===== src/rtl/cmdrsp_pkg.sv =====
package cmdrsp_pkg;

  typedef enum logic [2:0] {
    SEL_CLK  = 3'd0,
    SEL_CFG  = 3'd1,
    SEL_IDX  = 3'd2,
    SEL_ARGH = 3'd3,
    SEL_ARGL = 3'd4
  } reg_sel_e;

  typedef enum logic {ST_IDLE, ST_WAIT} iss_state_e;

  localparam int CFG_DEN_BIT  = 2;
  localparam int CFG_DIR_BIT  = 3;
  localparam int CFG_STOP_BIT = 10;

  // minimum reply bytes demanded by each response type
  function automatic int rsp_need(input logic [1:0] rtype);
    case (rtype)
      2'd0:    rsp_need = 0;
      2'd2:    rsp_need = 16;
      default: rsp_need = 4;
    endcase
  endfunction

  function automatic logic rsp_len_ok(input logic [1:0] rtype, input int nbytes);
    rsp_len_ok = (nbytes >= rsp_need(rtype));
  endfunction

endpackage


===== src/rtl/cmdrsp_regs.sv =====
module cmdrsp_regs
  import cmdrsp_pkg::*;
#(
  parameter int IDX_W  = 6,
  parameter int HALF_W = 16,
  parameter int CFG_W  = 14,
  parameter logic [CFG_W-1:0] CFG_KEEP = 14'h3dff
) (
  input  logic                  clk,
  input  logic                  rst_n,
  input  logic                  wr_en,
  input  logic [2:0]            wr_sel,
  input  logic [HALF_W-1:0]     wr_data,
  input  logic                  launch,
  output logic [IDX_W-1:0]      idx_q,
  output logic [2*HALF_W-1:0]   arg_q,
  output logic [CFG_W-1:0]      cfg_q,
  output logic                  clk_en_q,
  output logic                  pending_q,
  output logic                  start_req,
  output logic                  cfg_wr_evt,
  output logic                  clk_stop_evt
);

  logic clk_wr_evt;
  logic clk_start_evt;

  assign clk_wr_evt    = wr_en && (wr_sel == SEL_CLK);
  assign cfg_wr_evt    = wr_en && (wr_sel == SEL_CFG);
  assign clk_stop_evt  = clk_wr_evt && wr_data[0];
  assign clk_start_evt = clk_wr_evt && wr_data[1] && !wr_data[0];

  assign start_req = (cfg_wr_evt && !wr_data[CFG_STOP_BIT] && clk_en_q)
                   || (clk_start_evt && pending_q && !cfg_q[CFG_STOP_BIT]);

  always_ff @(posedge clk or negedge rst_n) begin
    if (!rst_n) begin
      idx_q     <= '0;
      arg_q     <= '0;
      cfg_q     <= '0;
      clk_en_q  <= 1'b0;
      pending_q <= 1'b0;
    end else begin
      if (wr_en && wr_sel == SEL_IDX)  idx_q <= wr_data[IDX_W-1:0];
      if (wr_en && wr_sel == SEL_ARGH) arg_q[2*HALF_W-1:HALF_W] <= wr_data;
      if (wr_en && wr_sel == SEL_ARGL) arg_q[HALF_W-1:0] <= wr_data;
      if (cfg_wr_evt) cfg_q <= wr_data[CFG_W-1:0] & CFG_KEEP;
      if (clk_stop_evt)       clk_en_q <= 1'b0;
      else if (clk_start_evt) clk_en_q <= 1'b1;
      if (launch)          pending_q <= 1'b0;
      else if (cfg_wr_evt) pending_q <= 1'b1;
    end
  end

endmodule


===== src/rtl/cmdrsp_fsm.sv =====
module cmdrsp_fsm
  import cmdrsp_pkg::*;
#(
  parameter int LEN_W = 5
) (
  input  logic             clk,
  input  logic             rst_n,
  input  logic             start_req,
  input  logic             cfg_wr_evt,
  input  logic             clk_stop_evt,
  input  logic [1:0]       rtype,
  input  logic             den,
  input  logic             card_done,
  input  logic [LEN_W-1:0] card_len,
  output logic             launch,
  output logic             capture,
  output logic             capture_ok,
  output logic             card_req,
  output logic             stat_tout,
  output logic             stat_rsp_end,
  output logic             eoc_pulse,
  output logic             data_active
);

  iss_state_e state_q;

  assign launch     = (state_q == ST_IDLE) && start_req;
  assign capture    = (state_q == ST_WAIT) && card_done;
  assign capture_ok = rsp_len_ok(rtype, int'(card_len));
  assign card_req   = (state_q == ST_WAIT);

  always_ff @(posedge clk or negedge rst_n) begin
    if (!rst_n) begin
      state_q      <= ST_IDLE;
      stat_tout    <= 1'b0;
      stat_rsp_end <= 1'b0;
      eoc_pulse    <= 1'b0;
      data_active  <= 1'b0;
    end else begin
      eoc_pulse <= capture;
      if (launch) begin
        state_q      <= ST_WAIT;
        stat_tout    <= 1'b0;
        stat_rsp_end <= 1'b0;
        data_active  <= 1'b0;
      end else if (capture) begin
        state_q <= ST_IDLE;
        if (capture_ok) begin
          stat_rsp_end <= 1'b1;
          data_active  <= den;
        end else begin
          stat_tout <= 1'b1;
        end
      end
      if (cfg_wr_evt || clk_stop_evt) data_active <= 1'b0;
    end
  end

endmodule


===== src/rtl/cmdrsp_store.sv =====
module cmdrsp_store #(
  parameter int RSP_BYTES = 16,
  parameter int RSP_WORDS = 9,
  parameter int LEN_W     = 5
) (
  input  logic                   clk,
  input  logic                   rst_n,
  input  logic                   clear,
  input  logic                   fill,
  input  logic [LEN_W-1:0]       card_len,
  input  logic [8*RSP_BYTES-1:0] card_bytes,
  input  logic                   pop,
  output logic [15:0]            word
);

  localparam int PTR_W = $clog2(RSP_WORDS + 1);

  logic [RSP_WORDS-1:0][15:0] fill_val;
  logic [RSP_WORDS-1:0][15:0] store_q;
  logic [PTR_W-1:0]           ptr_q;

  for (genvar w = 0; w < RSP_WORDS; w++) begin : g_word
    for (genvar h = 0; h < 2; h++) begin : g_half
      localparam int BI = 2 * w + h;
      if (BI < RSP_BYTES) begin : g_live
        assign fill_val[w][8*h +: 8] =
          (BI < int'(card_len)) ? card_bytes[8*BI +: 8] : 8'h00;
      end else begin : g_pad
        assign fill_val[w][8*h +: 8] = 8'h00;
      end
    end
  end

  always_ff @(posedge clk or negedge rst_n) begin
    if (!rst_n) begin
      store_q <= '0;
      ptr_q   <= '0;
    end else if (clear) begin
      store_q <= '0;
      ptr_q   <= '0;
    end else if (fill) begin
      store_q <= fill_val;
    end else if (pop && int'(ptr_q) < RSP_WORDS) begin
      ptr_q <= ptr_q + 1'b1;
    end
  end

  assign word = (int'(ptr_q) < RSP_WORDS) ? store_q[ptr_q] : 16'h0000;

endmodule


===== src/rtl/cmdrsp_top.sv =====
module cmdrsp_top
  import cmdrsp_pkg::*;
#(
  parameter int IDX_W     = 6,
  parameter int HALF_W    = 16,
  parameter int CFG_W     = 14,
  parameter int RSP_BYTES = 16,
  parameter int RSP_WORDS = 9,
  localparam int LEN_W    = $clog2(RSP_BYTES + 1),
  localparam int ARG_W    = 2 * HALF_W
) (
  input  logic                   clk,
  input  logic                   rst_n,
  input  logic                   wr_en,
  input  logic [2:0]             wr_sel,
  input  logic [HALF_W-1:0]      wr_data,
  output logic [IDX_W:0]         idx_rb,
  output logic [ARG_W-1:0]       arg_rb,
  output logic [CFG_W-1:0]       cfg_rb,
  input  logic                   rsp_pop,
  output logic [15:0]            rsp_word,
  output logic                   card_req,
  output logic [IDX_W-1:0]       card_idx,
  output logic [ARG_W-1:0]       card_arg,
  input  logic                   card_done,
  input  logic [LEN_W-1:0]       card_len,
  input  logic [8*RSP_BYTES-1:0] card_bytes,
  output logic                   stat_clk_en,
  output logic                   stat_tout,
  output logic                   stat_rsp_end,
  output logic                   eoc_pulse,
  output logic                   data_active,
  output logic                   data_write
);

  logic [IDX_W-1:0] idx_q;
  logic [ARG_W-1:0] arg_q;
  logic [CFG_W-1:0] cfg_q;
  logic pending_q, start_req, cfg_wr_evt, clk_stop_evt;
  logic launch, capture, capture_ok;

  cmdrsp_regs #(.IDX_W(IDX_W), .HALF_W(HALF_W), .CFG_W(CFG_W)) u_regs (
    .clk(clk), .rst_n(rst_n), .wr_en(wr_en), .wr_sel(wr_sel), .wr_data(wr_data),
    .launch(launch), .idx_q(idx_q), .arg_q(arg_q), .cfg_q(cfg_q),
    .clk_en_q(stat_clk_en), .pending_q(pending_q), .start_req(start_req),
    .cfg_wr_evt(cfg_wr_evt), .clk_stop_evt(clk_stop_evt)
  );

  cmdrsp_fsm #(.LEN_W(LEN_W)) u_fsm (
    .clk(clk), .rst_n(rst_n), .start_req(start_req), .cfg_wr_evt(cfg_wr_evt),
    .clk_stop_evt(clk_stop_evt), .rtype(cfg_q[1:0]), .den(cfg_q[CFG_DEN_BIT]),
    .card_done(card_done), .card_len(card_len), .launch(launch),
    .capture(capture), .capture_ok(capture_ok), .card_req(card_req),
    .stat_tout(stat_tout), .stat_rsp_end(stat_rsp_end),
    .eoc_pulse(eoc_pulse), .data_active(data_active)
  );

  cmdrsp_store #(.RSP_BYTES(RSP_BYTES), .RSP_WORDS(RSP_WORDS), .LEN_W(LEN_W)) u_store (
    .clk(clk), .rst_n(rst_n), .clear(launch), .fill(capture && capture_ok),
    .card_len(card_len), .card_bytes(card_bytes), .pop(rsp_pop), .word(rsp_word)
  );

  assign idx_rb     = {1'b1, idx_q};
  assign arg_rb     = arg_q;
  assign cfg_rb     = cfg_q;
  assign card_idx   = idx_q;
  assign card_arg   = arg_q;
  assign data_write = cfg_q[CFG_DIR_BIT];

endmodule


===== config.mk =====
export PLATFORM = sky130hd
export DESIGN_NAME = cmdrsp_top
export DESIGN_NICKNAME = d
export VERILOG_FILES = /design/src/rtl/cmdrsp_pkg.sv /design/src/rtl/cmdrsp_regs.sv /design/src/rtl/cmdrsp_fsm.sv /design/src/rtl/cmdrsp_store.sv /design/src/rtl/cmdrsp_top.sv
export SDC_FILE = /design/constraint.sdc
export NUM_CORES = 1
export LEC_CHECK = 0
export BUFFER_PORTS_ARGS = -buffer_cell sky130_fd_sc_hd__buf_2
export CORE_ASPECT_RATIO = 0.6
export CORE_MARGIN = 5
export CORE_UTILIZATION = 55
export DETAILED_ROUTE_END_ITERATION = 8
export GPL_TIMING_DRIVEN = 0
export PLACE_DENSITY = 0.83
export SLEW_MARGIN = 5
export SYNTH_ARGS = -nofsm -noshare
export SYNTH_HDL_FRONTEND = slang
export SYNTH_SLANG_ARGS = --single-unit

===== constraint.sdc =====
create_clock -name clk -period 3.9 [get_ports clk]
set_input_delay 0.78 -clock clk [delete_from_list [all_inputs] [get_ports clk]]
set_output_delay 0.78 -clock clk [all_outputs]
set_load 0.1 [all_outputs]

## Word level (Yosys, flattened, before mapping)

Cells that the tools add are included.
Widths: inputs -> output; s select.

- Logic and storage cells: 125
- Bits of input ports: 157
- Bits in registers: 206
- Output and inout port bits: 114

- Add/subtract/negate cells: 1
- Bitwise gates (word level): 1
- Equality and inequality tests: 7
- Mux-type cells: 41
- Reduce and logical (&&, ||, !) cells: 35
- $lt $le $gt $ge: 19

Operators with widths:

| cell | count |
|---|---|
| $mux 144 | 2 |
| $mux 8 | 16 |
| $bmux 16 s4 | 1 |
| $lt 4x5->1 const A | 8 |
| $mux 16 | 2 |
| $lt 3x5->1 const A | 4 |
| $logic_and 1x1->1 | 16 |
| $mux 1 | 16 |
| $mux 4 | 3 |
| $reduce_bool 2->1 | 6 |
| $lt 1x5->1 const A | 2 |
| $lt 2x5->1 const A | 2 |
| $pmux 5 s2 | 1 |
| $reduce_and 2->1 | 4 |
| $eq 3x2->1 const B | 2 |
| $reduce_bool 3->1 | 2 |
| $ge 5x5->1 | 1 |
| $lt 4x5->1 const B | 1 |
| $add 4x1->4 const B | 1 |
| $lt 4x4->1 const B | 1 |
| $ne 2x2->1 const B | 2 |
| $eq 3x1->1 const B | 1 |
| $eq 3x3->1 const B | 1 |
| $logic_not 1->1 | 3 |
| other kinds (5) | 6 |

## Logic depth before layout (Yosys ltp)

- Word-level depth: 10
- Gate-level depth with buffers: 10
- Gate-level depth less buffers: 7

## Cells and area by module

From an unflattened synthesis, not the netlist that was laid out.

- Cell total of the unflattened synthesis: 704
- Area, all modules: 8862.2 µm²

By module, submodules not included:

| module | instances | sequential area each (µm²) | cells each | area an instance (µm²) |
|---|---|---|---|---|
| cmdrsp_store | 1 | 3303.2 | 505 | 6135.9 |
| cmdrsp_regs | 1 | 1326.3 | 127 | 2124.5 |
| cmdrsp_top | 1 | 0.0 | 42 | 310.3 |
| cmdrsp_fsm | 1 | 125.1 | 30 | 291.5 |

## Worst setup path before layout

OpenSTA, ideal clock, no wires.

- Path type: register to output
- From: register u_store.ptr_q[1]
- To: output port rsp_word[4]
- Cell stages (with the launch flop): 6
- Data required time: 3.120 ns
- Path slack: 0.600 ns
- Path buffers: 2
- Arrival: 2.520 ns
- Cells stage by stage: dfrtp_1 -> clkbuf_1 -> clkbuf_1 -> mux4_2 -> mux2i_1 -> nor2_1

- Longest elaborated chain between the ends: 3
- Elaborated cells between the ends (all ways): 4
- Classes of those cells: 1 x order compare; 3 x mux

RTL lines:

| item | RTL line | RTL |
|---|---|---|
| start, declared | cmdrsp_store.sv:20 | `logic [PTR_W-1:0] ptr_q;` |
| start signal, assigned | cmdrsp_store.sv:44 | `ptr_q <= ptr_q + 1'b1;` |
| $bmux 16 s4 | cmdrsp_store.sv:48 | `assign word = (int'(ptr_q) < RSP_WORDS) ? store_q[ptr_q] : 16'h0000;` |
| $mux 16 (not written as such) | cmdrsp_store.sv:48 |  |
| $mux 16 * | cmdrsp_store.sv:48 |  |
| end, declared | cmdrsp_top.sv:21 | `output logic [15:0] rsp_word,` |

Mark *: on every way between the ends. The rest lies on a longest branch, timed or not. The select of a mux whose other input is x is not followed.

## Worst setup path after layout

- From: register u_store.ptr_q[1]
- To: output port rsp_word[6]

Same word-level chain as after synthesis.

==> summary.md <==
| Metric | Value |
|---|---|
| Compound-gate portion of the synthesized area | `0.159` |
| Syn_nets | `around 760` |
| Vias in the first global route | `6535` |
| Min-delay worst type | `in2async` |
| Syn avg cell area | `14.0 um2` |
| DP Wirelength | `18.6 mm` |
| Post-DP Area | `0.0101 mm2` |
| Post-place setup slack | `slightly below 0.7 ns` |
| MaxCap Viol Count | `0` |
| Layout Nets | `between 1000 and 1500` |
| Post-CTS Setup Repair Bufs | `0` |
| CTS resizes | `0` |
| CTS Hold Buffers Added | `0` |
| Setup TNS | `0 ns` |
| Hold slack | `0.297 ns` |
| DIE AREA | `0.0180 mm2` |
| Fmax achieved | `between 0.2 and 0.3 GHz` |
| Leakage | `around 0.0054 uW` |
| Antenna viol nets, final | `0` |
| Post-synthesis mux area share | `0.172` |
| Setup slack, reg-to-reg | `1.45 ns` |
| Root Driver | `clkbuf_16` |
| Post-synthesis adder-cell area fraction | `0.00592` |
| Startpoint types | `flop` |
| Synthesis-stage register bit count | `190` |
| CP Class | `reg2out` |
| Largest family of logic cells by synthesized area | `multiplexers` |
| Starting DRC count in detailed routing | `646` |
| Starting Density | `0.556` |
| Worst EP required | `3.12 ns` |
| Detailed-route via count | `6449` |
| Peak VDD IR | `0.670 mV` |
| Antenna violations before repair | `0` |
| Area share of the leading cell type in the synthesized netlist | `0.563` |
| Synth unique cells | `40` |
| 1st-pass router iterations | `5` |
| CP Capture Point | `rsp_word[6]` |
| Tot GR Track Use | `0.273` |
| RR Startpoint | `u_regs.cfg_q[0]$_DFFE_PN0P_` |
| Vias per inst | `5.84` |
| Post-synthesis sequential area ratio | `0.563` |
| Final hold violations | `0` |
| Worst R2R End | `u_store.store_q[74]$_DFFE_PN0P_` |
| PwrDens | `829 mW/mm2` |
| Io pins | `between 200 and 300` |
| Fraction of layout cells with a size suffix above 1 | `0.499` |
| H-tree depth | `4` |
| Insertion delay to the later sink of the worst-skew pair | `0.43 ns` |
| FILL cells | `1138` |
| Yosys top cell by area | `dfrtp_1` |
| Period utilization | `0.925` |
| Core area | `~0.015 mm2` |
| CTS tree | `built` |
| CP Capture Type | `primary output` |
| Post-Synthesis Cells | `roughly 600` |
| R2R depth | `7` |
| Tightest Pin Transition | `~0.90 ns` |
| EDFF count, synth | `0` |
| Die height | `106 um` |
| WP data arrival | `2.83 ns` |
| Final wirelength | `24.6 mm` |
| Port bufs | `266` |
| # DRC | `0` |
| Final setup fails | `0` |
| Origin of the worst setup path | `u_store.ptr_q[1]$_DFFE_PN0P_` |
| Worst-path maximum fanout | `10` |
| CTS clk-pin slew, worst paths | `0.08 ns` |
| Clock Skew | `about 0.011 ns` |
| Final setup margin | `a little under 0.3 ns` |
| Most frequent cells in the layout | `buf_2, dfrtp_1, a22o_1, buf_4, mux2_2` |
| Cell area after synthesis | `0.00845 mm2` |
| Clock sink count | `190` |
| Most common cell after layout, fill and taps aside | `buf_2` |
| Routed WL per cell | `22.3 um` |
| Largest net degree at the start of global routing | `118` |
| Finished Cell Area | `0.0107 mm2` |
| Num rows | `35` |
| Synth area leaders | `dfrtp_1, a22o_1, mux4_2` |
| Post-route minimum period | `~3.6 ns` |
| YS warnings | `0` |
| Grt total ovfl | `0` |
| Post-Synth XOR/XNOR Area | `0` |
| GP Congestion | `0.855` |
| RSZ-0062 raised after global routing | `no` |
| # diodes | `0` |
| Area grow syn2layout | `26.4%` |
| Ys flop type | `dfrtp_1` |
| Relative max-transition margin | `0.398` |
| Die Span X | `170 um` |
| CTS Buffer Depth | `2` |
| First-pass GRT wire length | `37.5 mm` |
| Async SR Flop Fraction | `1.00` |
| Status | `finished clean` |
| Final Slew Violations | `0` |
| CTS Buf Count | `17` |
| Simple-gate share of the synthesized area | `0.0351` |
| Final core occ | `0.703` |
metal layers:
metal,GRT usage,vias up,share of wire
met5,0,-,0
met3,0.0795,13,0.097
li1,-,2818,-
met1,0.425,3302,0.46
met4,0.0462,0,0.0047
met2,0.389,316,0.44
synth_stat cells (2+ instances only):
cell type,instances
a21oi_1,13
a22o_1,123
a31oi_1,5
a32o_1,9
and2_1,2
and3_1,3
and3b_1,2
buf_2,12
buf_4,51
clkbuf_1,17
conb_1,2
dfrtp_1,190
ha_1,4
inv_1,7
mux2_2,51
mux2i_1,16
mux4_2,32
nand2_1,8
nand2b_1,2
nand3_1,2
nor2_1,28
o21ai_0,5
cell families (layout without fill, tap and decap cells):
logic type,after synthesis,in the layout
compound gates,161,161
buf+inv,88,387
mux,99,99
flops,190,190
simple gates,58,58
other cells,2,2
fa+ha+maj,4,4
worst max-delay path: stages, from the launching register on:
cell	delay (ns)
dfrtp_1	0.35
clkbuf_1	0.41
clkbuf_1	0.59
mux4_2	0.39
mux2i_1	0.08
nor2_1	0.13
buf_2	0.45
per-stage QoR:
| stage | power (uW) | cells |
|---|---|---|
| final | 8850 | 1104 |
| after CTS | 8860 | 1104 |
| after global routing | 9170 | 1104 |
| after floorplan | 6190 | 602 |
| after detailed placement | 7110 | 1072 |
| after global placement | 7030 | 1071 |
registers in the layout, indices dropped and copies added (netlist names), 4 cells and up:
signal and flops:
u_regs.idx_q 6, u_store.ptr_q 4, u_store.store_q 128, u_regs.arg_q 32, u_regs.cfg_q 13
area by class of cell:
class                   instances  area [um2]  share of cell area
flip-flops and latches        190        4750               0.445
multi-input cells             324        3150               0.295
repair buffers                267        1370               0.128
plain buffers                  81         518              0.0485
clock buffers                  18         429              0.0402
well taps                     203         254              0.0238
clock inverters                14         175              0.0164
inverters                       7        26.3             0.00246
report_power, final:
part	switching (uW)	total (uW)	internal, uW	leakage (uW)
Clock	842	1760	922	0.000295
Sequential	322	2810	2480	0.00247
Combinational	3080	4280	1190	0.00260
Total	4250	8850	4600	0.00537
worst min path at each step:
stage               slack [ns]                             end                      startpoint  cells after the start
finish                    0.30    u_regs.arg_q[30]$_DFFE_PN0P_                           rst_n                      1
global route              0.33    u_regs.arg_q[27]$_DFFE_PN0P_                           rst_n                      1
CTS                       0.32    u_regs.arg_q[30]$_DFFE_PN0P_                           rst_n                      1
detailed placement        0.46  u_fsm.stat_rsp_end$_DFFE_PN0P_  u_fsm.stat_rsp_end$_DFFE_PN0P_                      2
global placement          0.46  u_fsm.stat_rsp_end$_DFFE_PN0P_  u_fsm.stat_rsp_end$_DFFE_PN0P_                      2
floorplan                 0.46    u_regs.pending_q$_DFFE_PN0P_    u_regs.pending_q$_DFFE_PN0P_                      2
Power figures use the tool's default switching activity.
